**src/rtl/rst_boot_seq.sv**
```systemverilog
module rst_boot_seq #(
  parameter int LOCK_CYCLES = 2000,
  parameter int MIN_PULSE   = 4,
  parameter int PC_W        = 14
) (
  input  logic            clk,
  input  logic            pwr_ok,
  input  logic            rst_ext_n,
  input  logic            boot_en,
  input  logic            bus_req,
  input  logic            boot_done,
  output logic            core_hold,
  output logic            sp_clear,
  output logic            irq_mask_all,
  output logic            mstat_clr,
  output logic            boot_start,
  output logic            fetch_req,
  output logic [PC_W-1:0] fetch_addr,
  output logic [1:0]      phase
);
  localparam int LCK_W = $clog2(LOCK_CYCLES + 1);
  localparam int PW_W  = $clog2(MIN_PULSE + 1);

  typedef enum logic [2:0] {
    S_POR, S_RST, S_HOLD, S_BSTART, S_BWAIT, S_FETCH, S_RUN
  } state_t;

  state_t           state, nxt;
  logic [1:0]       sync_q;
  logic             rst_s;
  logic [LCK_W-1:0] lock_cnt;
  logic [PW_W-1:0]  low_cnt;
  logic             warm_hit;

  assign rst_s = sync_q[1];

  always_ff @(posedge clk or negedge pwr_ok)
    if (!pwr_ok) sync_q <= 2'b00;
    else         sync_q <= {sync_q[0], rst_ext_n};

  always_ff @(posedge clk or negedge pwr_ok)
    if (!pwr_ok)            lock_cnt <= '0;
    else if (state == S_POR) lock_cnt <= lock_cnt + 1'b1;

  always_ff @(posedge clk or negedge pwr_ok)
    if (!pwr_ok)                                        low_cnt <= '0;
    else if (rst_s || state == S_POR || state == S_RST) low_cnt <= '0;
    else if (!warm_hit)                                 low_cnt <= low_cnt + 1'b1;

  assign warm_hit = !rst_s && (low_cnt == PW_W'(MIN_PULSE - 1))
                    && state != S_POR && state != S_RST;

  always_comb begin
    nxt = state;
    case (state)
      S_POR:    if (lock_cnt == LCK_W'(LOCK_CYCLES - 1)) nxt = S_RST;
      S_RST:    if (rst_s) nxt = bus_req ? S_HOLD : (boot_en ? S_BSTART : S_FETCH);
      S_HOLD:   if (!bus_req) nxt = boot_en ? S_BSTART : S_FETCH;
      S_BSTART: nxt = S_BWAIT;
      S_BWAIT:  if (boot_done) nxt = S_FETCH;
      S_FETCH:  nxt = S_RUN;
      default:  nxt = S_RUN;
    endcase
    if (warm_hit) nxt = S_RST;
  end

  always_ff @(posedge clk or negedge pwr_ok)
    if (!pwr_ok) state <= S_POR;
    else         state <= nxt;

  logic in_rst;
  assign in_rst       = state == S_POR || state == S_RST || state == S_HOLD;
  assign core_hold    = state != S_RUN && state != S_FETCH;
  assign sp_clear     = in_rst;
  assign irq_mask_all = in_rst;
  assign mstat_clr    = in_rst;
  assign boot_start   = state == S_BSTART;
  assign fetch_req    = state == S_FETCH;
  assign fetch_addr   = '0;

  always_comb
    case (state)
      S_POR:                      phase = 2'd0;
      S_RST, S_HOLD:              phase = 2'd1;
      S_BSTART, S_BWAIT:          phase = 2'd2;
      default:                    phase = 2'd3;
    endcase
endmodule


```
**config.mk**
```make
export PLATFORM = sky130hd
export DESIGN_NAME = rst_boot_seq
export DESIGN_NICKNAME = d
export VERILOG_FILES = /design/src/rtl/rst_boot_seq.sv
export SDC_FILE = /design/constraint.sdc
export NUM_CORES = 1
export LEC_CHECK = 0
export BUFFER_PORTS_ARGS = -buffer_cell sky130_fd_sc_hd__buf_2
export CAP_MARGIN = 30
export CELL_PAD_IN_SITES_DETAIL_PLACEMENT = 1
export CELL_PAD_IN_SITES_GLOBAL_PLACEMENT = 1
export CORE_MARGIN = 2
export CORE_UTILIZATION = 35
export DETAILED_ROUTE_END_ITERATION = 12
export PLACE_DENSITY_LB_ADDON = 0.1
export SYNTH_ARGS = -nofsm -noshare
export SYNTH_HDL_FRONTEND = slang
export SYNTH_SLANG_ARGS = --single-unit
```
**constraint.sdc**
```tcl
create_clock -name clk -period 1.7 [get_ports clk]
set_input_delay 0.34 -clock clk [delete_from_list [all_inputs] [get_ports clk]]
set_output_delay 0.34 -clock clk [all_outputs]
set_load 0.01 [all_outputs]
```
==> summary.txt <==
Outcome
  • Status: completed

Cells and area
  • Most frequent cells in the layout: dfrtp_1, conb_1, buf_4
  • Nets: 151
  • Share of layout cells above drive strength 1: 34.75%
  • Post-layout util: 43.79%
  • Area delta synth->final: 16.65%
  • Antenna cell count: 0
  • # fillers: 391
  • Commonest non-fill, non-tap cell in the layout: dfrtp_1
  • Cell Count, Final, Fillers Out: 185

Placement
  • Inst Count DP: 175
  • I/O Buffers: 13
  • HPWL after DPL: 1.659 mm
  • Routability cong.: 0.8567

Timing
  • Fmax: 0.6163 GHz
  • Fin. Hold Viols: 0
  • Final min period: 1.623 ns
  • Setup Skew: 0.001244 ns
  • Setup tns final: 0 ns
  • Crit share post-route: 95.45%
  • Final slew viol count: 0
  • Setup violations, final: 0

Floorplan
  • Num ports: 28
  • Die ar.: 3806 um^2
  • Die Ht: 61.69 um
  • Placement Rows: 20
  • Initial core utilization: 37.54%
  • Die width: 61.69 um
  • Core Area: 3103 um^2

Pwr
  • Leakage: 0.6203 nW
  • Worst IR Drop VDD: 0.0002596 V
  • Power Dens Cells: 540.4 nW/um^2

Route
  • Final WL: 2.299 mm
  • Final ANT Viol Nets: 0
  • Router iterations before antenna repair: 4
  • Vias/cell: 4.530
  • Iteration-0 DRC Markers: 15
  • DRC violations left: 0
  • Routed via count: 838
  • WL/cell: 12.43 um

Logic synthesis
  • FFs w/ async S/R, synth: 100.0%
  • Syn_area_per_cell: 10.22 um^2
  • Register bit total from synthesis: 19
  • Netlist cell types: 35
  • Yosys warnings: 0
  • Synth Flop Type: dfrtp_1
  • Number of flops mapped to enable cells by yosys: 0
  • Register area share after synthesis: 40.82%
  • Cells after synthesis: 114
  • Mapped Area: 1165 um^2

Clock network
  • H-tree levels: 1
  • Clk slew on worst S/H paths: 0.12 ns
  • Num CTS Buffers: 3
  • Worst-Skew Late Latency: 0.30 ns
  • CTS tree: done
  • Clock Root Buffer: clkbuf_4
  • Clock sink count: 19
  • Max Buffers Root-to-Sink: 2

Setup path
  • Critical path arrival: 1.28 ns
  • Crit. End Element: output pin
  • Crit Path Max Fanout: 9
  • CP Launch Type: register
  • Reg2Reg Depth: 7
  • Worst EP required: 1.36 ns
  • Setup CP Type: reg2out

Global route
  • Total gr overflow: 0
  • Vias in the first global route: 796
  • Largest net degree at the start of global routing: 20
  • Initial antenna violation count: 0
  • GR Util All Layers: 12.94%
  • Wire length of the first global-routing pass: 3.629 mm

Worst hold path
  • Hold path depth: 1
  • Hold Path Class: in2reg

Flow run
  • Max Cap Violations: 0
==> worst paths after layout <==
| path | slack (ns) | start | to |
|---|---|---|---|
| max in group asynchronous | 0.87 | pwr_ok | state[1]$_DFFE_PN0P_ |
| min | 0.14 | rst_ext_n | sync_q[0]$_DFF_PN0_ |
| max reg2reg | 0.13 | low_cnt[0]$_DFFE_PN0P_ | state[1]$_DFFE_PN0P_ |
| min in group asynchronous | 0.50 | pwr_ok | low_cnt[2]$_DFFE_PN0P_ |
| min reg2reg | 0.36 | sync_q[0]$_DFF_PN0_ | sync_q[1]$_DFF_PN0_ |
| max | 0.08 | state[1]$_DFFE_PN0P_ | phase[1] |
==> critical path, cell delays in order, from the launching register on <==
cell and delay [ns]:
dfrtp_2 0.48, buf_6 0.16, a21oi_4 0.16, inv_1 0.05, buf_2 0.13
==> layout make-up <==
| class | count | area (um^2) | share of cell area [%] |
|---|---|---|---|
| clock buffers | 3 | 22.52 | 1.657 |
| clock inverters | 1 | 7.507 | 0.5525 |
| inverters | 5 | 18.77 | 1.381 |
| multi-input cells | 84 | 584.3 | 43.00 |
| flip-flops and latches | 19 | 479.2 | 35.27 |
| well taps | 44 | 55.05 | 4.052 |
| repair buffers | 29 | 191.4 | 14.09 |
==> repair_timing <==
| item | in CTS | in global routing |
|---|---|---|
| buffers inserted | 0 | 5 |
| setup endpoints to repair | 8 | 8 |
| hold endpoints to repair | 19 | 0 |
| gates resized for setup | 4 | 4 |
| hold buffers | 1 | 0 |
==> power by group <==
part	internal, mW	switching (mW)
Combinational	0.00886	0.0285
Clock	0.0895	0.151
Sequential	0.454	0.00222
Total	0.552	0.182
==> flip-flops by register name, summed over array words and instances (netlist names) <==
name      count
sync_q        2
low_cnt       3
state         3
lock_cnt     11
==> synth_stat cells (2+ instances only) <==
library cell,number,area (um^2)
nor2_1,8,30.03
nand2_1,6,22.52
nor3b_1,2,15.01
buf_4,16,120.1
nor3_1,5,25.02
nand3_2,2,20.02
nor3_2,2,20.02
nand3_1,2,10.01
dfrtp_1,19,475.5
ha_1,3,37.54
xnor2_1,3,26.28
o31ai_1,2,15.01
a21oi_1,6,30.03
inv_1,5,18.77
nand4_1,3,18.77
buf_6,3,33.78
xor2_1,9,78.83
==> per-layer routing <==
metal	GRT usage [%]	vias to the layer above	routed length (um)
li1	-	416	-
met4	4.559	0	0
met5	0	-	0
met1	17.90	411	1058
met3	1.863	0	64
met2	20.75	11	1177
==> through the flow <==
step / power, mW / hold slack, ns / area [um^2] / worst slack [ns]
2_1_floorplan: 0.5064 / 0.04441 / 1214 / 0.1024
3_3_place_gp: 0.5005 / 0.3138 / 1255 / 0.1809
3_5_place_dp: 0.5012 / 0.3167 / 1255 / 0.1429
4_1_cts: 0.7536 / 0.1166 / 1309 / -0.008767
5_1_grt: 0.7753 / 0.1157 / 1359 / -0.01394
6_report: 0.7343 / 0.1371 / 1359 / 0.07737
==> kinds of logic (layout without fill, tap and decap cells) <==
family / Yosys count / count (layout) / synth area share, %
compound gates: 15 / 15 / 8.915
other cells: 1 / 14 / 0.3219
simple gates: 37 / 37 / 19.76
flops: 19 / 19 / 40.82
mux: 3 / 3 / 3.115
buf+inv: 24 / 38 / 14.82
fa+ha+maj: 3 / 3 / 3.223
xor+xnor: 12 / 12 / 9.023
(Power assumes the default switching activity.)
